### config.mk
export PLATFORM = sky130hd
export DESIGN_NAME = osd_page_arbiter
export DESIGN_NICKNAME = d
export VERILOG_FILES = /design/src/rtl/osd_arb_pkg.sv /design/src/rtl/osd_addr_decode.sv /design/src/rtl/osd_char_ram.sv /design/src/rtl/osd_glob_regs.sv /design/src/rtl/osd_page_arbiter.sv
export SDC_FILE = /design/constraint.sdc
export NUM_CORES = 2
export LEC_CHECK = 0
export BUFFER_PORTS_ARGS = -buffer_cell sky130_fd_sc_hd__clkbuf_2
export CAP_MARGIN = 20
export CORE_MARGIN = 10
export CORE_UTILIZATION = 35
export DETAILED_ROUTE_END_ITERATION = 8
export SYNTH_ARGS = -nofsm -noshare
export SYNTH_HDL_FRONTEND = slang
export SYNTH_SLANG_ARGS = --single-unit
### constraint.sdc
create_clock -name clk -period 5.41 [get_ports clk]
set_clock_uncertainty 0.05 [all_clocks]
set_input_delay 1.082 -clock clk [delete_from_list [all_inputs] [get_ports clk]]
set_output_delay 1.082 -clock clk [all_outputs]
set_load 0.01 [all_outputs]
### src/rtl/osd_arb_pkg.sv
package osd_arb_pkg;

  localparam int ADDR_W       = 6;
  localparam int DATA_W       = 8;
  localparam int LINE_BYTES   = 21;
  localparam int NUM_LINES    = 8;
  localparam int NUM_PARAM    = 6;
  localparam int RAM_DEPTH    = LINE_BYTES * NUM_LINES;
  localparam int PAIR_BYTES   = 2 * LINE_BYTES;
  localparam int RAM_AW       = $clog2(RAM_DEPTH);
  localparam int PARAM_AW     = $clog2(NUM_PARAM);
  localparam int LS_W         = $clog2(NUM_LINES / 2);

  localparam int EVEN_BASE    = 'h00;
  localparam int ODD_BASE     = 'h20;
  localparam int PARAM_BASE   = 'h38;
  localparam int CTRL_OFFSET  = 'h3F;

  typedef enum logic [2:0] {
    REG_NONE,
    REG_RAM_EVEN,
    REG_RAM_ODD,
    REG_PARAM,
    REG_CTRL
  } region_e;

  typedef struct packed {
    logic [LS_W-1:0] line_sel;
    logic            ram_lock;
    logic            disp_en;
  } ctrl_t;

  function automatic region_e decode_offset(input logic [ADDR_W-1:0] a);
    int v;
    v = int'(a);
    if (v >= EVEN_BASE && v < EVEN_BASE + LINE_BYTES)      return REG_RAM_EVEN;
    else if (v >= ODD_BASE && v < ODD_BASE + LINE_BYTES)   return REG_RAM_ODD;
    else if (v >= PARAM_BASE && v < PARAM_BASE + NUM_PARAM) return REG_PARAM;
    else if (v == CTRL_OFFSET)                             return REG_CTRL;
    else                                                   return REG_NONE;
  endfunction

  function automatic logic [RAM_AW-1:0] ram_index(input logic [LS_W-1:0] ls,
                                                   input logic [ADDR_W-1:0] a,
                                                   input logic odd);
    int v;
    if (odd) v = PAIR_BYTES * int'(ls) + LINE_BYTES + (int'(a) - ODD_BASE);
    else     v = PAIR_BYTES * int'(ls) + (int'(a) - EVEN_BASE);
    return RAM_AW'(v);
  endfunction

  function automatic logic [PARAM_AW-1:0] param_index(input logic [ADDR_W-1:0] a);
    int v;
    v = int'(a) - PARAM_BASE;
    return PARAM_AW'(v);
  endfunction

endpackage

### src/rtl/osd_addr_decode.sv
module osd_addr_decode
  import osd_arb_pkg::*;
(
  input  logic [ADDR_W-1:0]   addr,
  input  logic [LS_W-1:0]     line_sel,
  output region_e             region,
  output logic [RAM_AW-1:0]   ram_idx,
  output logic [PARAM_AW-1:0] param_idx
);

  always_comb begin
    region    = decode_offset(addr);
    ram_idx   = ram_index(line_sel, addr, region == REG_RAM_ODD);
    param_idx = param_index(addr);
  end

endmodule

### src/rtl/osd_char_ram.sv
module osd_char_ram #(
  parameter int DEPTH = 168,
  parameter int DW    = 8,
  parameter int AW    = 8,
  parameter int VAW   = 8
) (
  input  logic           clk,
  input  logic           rst_n,
  input  logic           we,
  input  logic [AW-1:0]  waddr,
  input  logic [DW-1:0]  wdata,
  input  logic [AW-1:0]  raddr,
  output logic [DW-1:0]  rdata,
  input  logic [VAW-1:0] vaddr,
  output logic [DW-1:0]  vdata
);

  logic [DW-1:0] mem [DEPTH];

  always_ff @(posedge clk or negedge rst_n) begin
    if (!rst_n) begin
      for (int i = 0; i < DEPTH; i++) mem[i] <= '0;
    end else if (we && int'(waddr) < DEPTH) begin
      mem[waddr] <= wdata;
    end
  end

  always_comb begin
    rdata = (int'(raddr) < DEPTH) ? mem[raddr] : '0;
    vdata = (int'(vaddr) < DEPTH) ? mem[vaddr] : '0;
  end

endmodule

### src/rtl/osd_glob_regs.sv
module osd_glob_regs
  import osd_arb_pkg::*;
#(
  parameter int NPARAM = 6,
  parameter int DW     = 8,
  parameter int PIW    = 3
) (
  input  logic              clk,
  input  logic              rst_n,
  input  logic              param_we,
  input  logic [PIW-1:0]    param_idx,
  input  logic              ctrl_we,
  input  logic [DW-1:0]     wdata,
  output logic [NPARAM*DW-1:0] param_flat,
  output ctrl_t             ctrl
);

  for (genvar g = 0; g < NPARAM; g++) begin : g_param
    logic [DW-1:0] q;
    always_ff @(posedge clk or negedge rst_n) begin
      if (!rst_n)                                  q <= '0;
      else if (param_we && int'(param_idx) == g)   q <= wdata;
    end
    assign param_flat[g*DW +: DW] = q;
  end

  always_ff @(posedge clk or negedge rst_n) begin
    if (!rst_n)       ctrl <= '0;
    else if (ctrl_we) ctrl <= ctrl_t'(wdata[$bits(ctrl_t)-1:0]);
  end

endmodule

### src/rtl/osd_page_arbiter.sv
module osd_page_arbiter
  import osd_arb_pkg::*;
#(
  parameter int AW     = ADDR_W,
  parameter int DW     = DATA_W,
  parameter int NPARAM = NUM_PARAM,
  parameter int VAW    = RAM_AW
) (
  input  logic              clk,
  input  logic              rst_n,
  input  logic [AW-1:0]     cpu_addr,
  input  logic              cpu_we,
  input  logic [DW-1:0]     cpu_wdata,
  output logic [DW-1:0]     cpu_rdata,
  output logic              wr_reject,
  input  logic [VAW-1:0]    vid_addr,
  output logic [DW-1:0]     vid_rdata,
  output logic              disp_en,
  output logic              ram_lock,
  output logic [LS_W-1:0]   line_sel,
  output logic [NPARAM*DW-1:0] param_regs
);

  region_e             region_w;
  logic [RAM_AW-1:0]   ram_idx_w;
  logic [PARAM_AW-1:0] param_idx_w;
  logic [DW-1:0]       ram_rdata_w;
  ctrl_t               ctrl_q;

  // Named events for the checker.
  logic ram_hit_w, param_hit_w, ctrl_hit_w;
  logic ram_wr_ok_w, param_wr_ok_w, wr_blocked_w;

  osd_addr_decode u_dec (
    .addr      (cpu_addr),
    .line_sel  (ctrl_q.line_sel),
    .region    (region_w),
    .ram_idx   (ram_idx_w),
    .param_idx (param_idx_w)
  );

  assign ram_hit_w     = (region_w == REG_RAM_EVEN) || (region_w == REG_RAM_ODD);
  assign param_hit_w   = (region_w == REG_PARAM);
  assign ctrl_hit_w    = (region_w == REG_CTRL);
  assign ram_wr_ok_w   = cpu_we && ram_hit_w && !ctrl_q.ram_lock;
  assign param_wr_ok_w = cpu_we && param_hit_w && !ctrl_q.disp_en;
  assign wr_blocked_w  = cpu_we && ((ram_hit_w && ctrl_q.ram_lock) ||
                                    (param_hit_w && ctrl_q.disp_en));

  osd_char_ram #(
    .DEPTH (RAM_DEPTH),
    .DW    (DW),
    .AW    (RAM_AW),
    .VAW   (VAW)
  ) u_ram (
    .clk   (clk),
    .rst_n (rst_n),
    .we    (ram_wr_ok_w),
    .waddr (ram_idx_w),
    .wdata (cpu_wdata),
    .raddr (ram_idx_w),
    .rdata (ram_rdata_w),
    .vaddr (vid_addr),
    .vdata (vid_rdata)
  );

  osd_glob_regs #(
    .NPARAM (NPARAM),
    .DW     (DW),
    .PIW    (PARAM_AW)
  ) u_regs (
    .clk        (clk),
    .rst_n      (rst_n),
    .param_we   (param_wr_ok_w),
    .param_idx  (param_idx_w),
    .ctrl_we    (cpu_we && ctrl_hit_w),
    .wdata      (cpu_wdata),
    .param_flat (param_regs),
    .ctrl       (ctrl_q)
  );

  always_ff @(posedge clk or negedge rst_n) begin
    if (!rst_n) wr_reject <= 1'b0;
    else        wr_reject <= wr_blocked_w;
  end

  always_comb begin
    unique case (region_w)
      REG_RAM_EVEN, REG_RAM_ODD: cpu_rdata = ram_rdata_w;
      REG_PARAM: cpu_rdata = param_regs[int'(param_idx_w)*DW +: DW];
      REG_CTRL:  cpu_rdata = DW'(ctrl_q);
      default:   cpu_rdata = '0;
    endcase
  end

  assign disp_en  = ctrl_q.disp_en;
  assign ram_lock = ctrl_q.ram_lock;
  assign line_sel = ctrl_q.line_sel;

endmodule

==> flow_summary.yaml <==
outcome:
  status: "finished, violations left"
  violations: "setup timing"
placement:
  globalplace.congestion: 0.979
  port_buffers: 93
  hpwl_um: 202000
  dp_cells: 9285
die:
  rows: 171
  die_w_um: 487
  core_area_um2: 217000
  die_area_um2: 237000
  ios: 94
  die_height_um: 487
  initial_core_util: 0.351
detailed_routing:
  drt-initial-drc-count: 7040
  met3WireLength_um: 26300
  antenna_left: 0
  wire_per_inst_um: 30.2
  route.detailed.drc: 0
  top_layer: "met5"
  wl_met1_um: 117000
  num_vias: 58635
  avgViaCountPerCell: 6.09
  met2_length_um: 130000
  drtPass1Iterations: 6
  wirelength_um: 290000
yosys:
  yosys.area.top_type: "dfrtp_1"
  syn-num-nets: 6051
  yosysSeqAreaShare: 0.459
  synthArstFlopShare: 1.00
  ys_ff_latch: 1397
  avgSynthCellArea_um2: 12.7
  synth-edff-count: 0
  synthFlopType: "dfrtp_1"
  syn_inst: 6008
  yosys_warnings: 0
  synth_cell_types: 83
  synth_area_leaders: "dfrtp_1, mux2_2, mux4_2, nand2_1, mux2i_1"
  netlist_area_um2: 76200
  synth_top_area_frac: 0.459
timing:
  grt_setup_unrepaired: "yes"
  finalCritPeriodShare: 1.16
  report.final.slew_viol_count: 0
  fmax_mhz: 159
  min_period_ns: 6.30
  fin_ws_ns: -0.886
  slew_headroom: 0.205
  max_slew.worst_pin.slew_ns: 1.19
  final_hold_viol_count: 0
  finalSetupViolCount: 8
cells_and_area:
  layout_common_cells: "dfrtp_1, mux2_2, nand2_1"
  area_growth_pct: 23.4
  regArea_um2: 35000
  final_common_cell: "dfrtp_1"
  multiInputGateArea_um2: 39900
  layout-drive-gt1-share: 0.473
  final_nets: 6677
  nFillCells: 19802
  finalNonFillerCells: 9623
cts:
  root_buffer: "clkbuf_16"
  cts_tree: "built"
  clock_sinks: 1397
  cts_max_level: 4
  clkSlewWorstSetupHoldPaths_ns: 0.06
  clk_latency_ns: 0.81
  postCtsHoldBufs: 0
  cts_made_buffers: 160
  clk_path_buf_depth: 3
grt:
  grt_pass1_vias: 59250
  grt_pass1_wl_um: 421000
  grt_max_degree: 164
  overflow: 0
  antenna_found_initial: 12
  track_usage: 0.237
setup_path:
  crit_path_max_incr_delay_ns: 0.61
  worst_ep_required_time_ns: 4.28
  path_delay_family: "buffers and inverters"
  crit_top_cell: "buf_4"
  r2r_slack_ns: 0.32
  cp_data_arrival_time_ns: 5.16
  critPathMaxFanout: 5
  crit_chain: "ha_4 -> ha_4 -> inv_2 -> fa_2 -> buf_6 -> nor4_4 -> buf_4 -> nor2_4 -> buf_6 -> nor2_4 -> buf_4 -> buf_12 -> buf_16 -> a32oi_1 -> nand4_1 -> mux2i_1 -> buf_4 -> o22ai_2 -> o31ai_4 -> buf_2"
  critPathBufInv: 9
  cp-start-kind: "register"
  crit_path_top_delay_cell: "fa_2"
  critical_path_class: "reg2out"
  endpoint_kind: "output port"
hold_path:
  hp-class: "in2async"
run:
  max-cap-violations: 0
power_and_ir_drop:
  p_per_area_nw_per_um2: 352
  ir_drop_mv: 0.335
  total_power_mw: 33.1
  leakagePower_nw: 42.9
area by class of cell:
cell class,count,share of cell area
timing repair buffer,956,0.107
tap,2854,0.0380
clock buffer,234,0.0493
clock inverter,60,0.00886
antenna,3,0.0000798
multi-input combinational,4096,0.424
sequential,1397,0.372
inverter,23,0.000918
registers in the layout, indices dropped and copies added, names as in the netlist:
name and cells:
u_regs.ctrl 4, u_regs.g_param.q 48, wr_reject 1, u_ram.mem 1344
timing repair:
action                                  4_1_cts  5_1_grt
pin swaps                                    56       26
endpoints found under the setup margin        8       15
cloned                                        3        1
resized for setup                           121       41
buffers inserted                             30       14
power by group:
group	switching (mW)	internal [mW]
Sequential	0.964	11.6
Combinational	5.13	4.09
Clock	4.74	6.63
routing by layer:
metal | vias to the layer above | global-route usage
met5 | - | 0
met4 | 10 | 0.118
met3 | 722 | 0.0555
met2 | 3107 | 0.363
met1 | 30895 | 0.315
li1 | 23901 | -
synth_stat cells, drive strengths merged, types with 5 or more instances:
master	number
nor2	100
buf	212
inv	21
a22o	9
nand2b	5
mux2i	270
o221ai	14
or2	6
nor3	28
mux4	427
a21oi	31
o31ai	6
nor4	8
a31oi	88
clkbuf	280
a32oi	153
nand2	969
a221oi	15
a211oi	36
o21ai	67
a22oi	16
mux2	1407
nor2b	5
and3	46
a311oi	15
ha	15
a222oi	6
nand3	165
xnor2	5
a2111oi	6
a31o	9
dfrtp	1397
o211ai	12
o22a	6
nand4	60
a32o	23
o22ai	25
through the flow:
stage / hold WS [ns] / area, µm² / setup WS (ns) / util / setup TNS [ns]
3_3_place_gp: 0.438 / 87400 / -1.50 / 0.403 / -230.23
6_report: 0.198 / 94100 / -0.886 / 0.434 / -6.29
2_1_floorplan: 0.420 / 76200 / -0.00679 / - / -0.00679
3_5_place_dp: 0.451 / 87400 / -1.42 / 0.403 / -247.76
4_1_cts: 0.193 / 93700 / -0.811 / 0.432 / -5.90
5_1_grt: 0.228 / 94100 / -0.924 / 0.434 / -6.74
logic make-up (layout without fill, tap and decap cells):
family	after synthesis	in the layout	share of synthesized area
muxes	2104	2104	0.369
other	0	3	0
xor gates and xnor gates	8	8	0.000919
DFF	1397	1397	0.459
and+or+nand+nor	1406	1406	0.0845
buffers and inverters	515	1273	0.0278
AOI/OAI and AO/OA	560	560	0.0554
adders and majority gates	18	18	0.00325
final timing paths:
| kind | from | depth (start not counted) | to |
|---|---|---|---|
| max in group asynchronous | rst_n | 3 | u_ram.mem[573] |
| max | u_regs.ctrl[2] | 20 | cpu_rdata[4] |
| min | rst_n | 1 | u_regs.g_param[2].q[3] |
| min reg2reg | u_ram.mem[20] | 1 | u_ram.mem[20] |
| max reg2reg | u_regs.ctrl[2] | 19 | u_ram.mem[1220] |
| min in group clk | u_ram.mem[20] | 1 | u_ram.mem[20] |
Note: power is estimated with default switching activity, not from simulation.
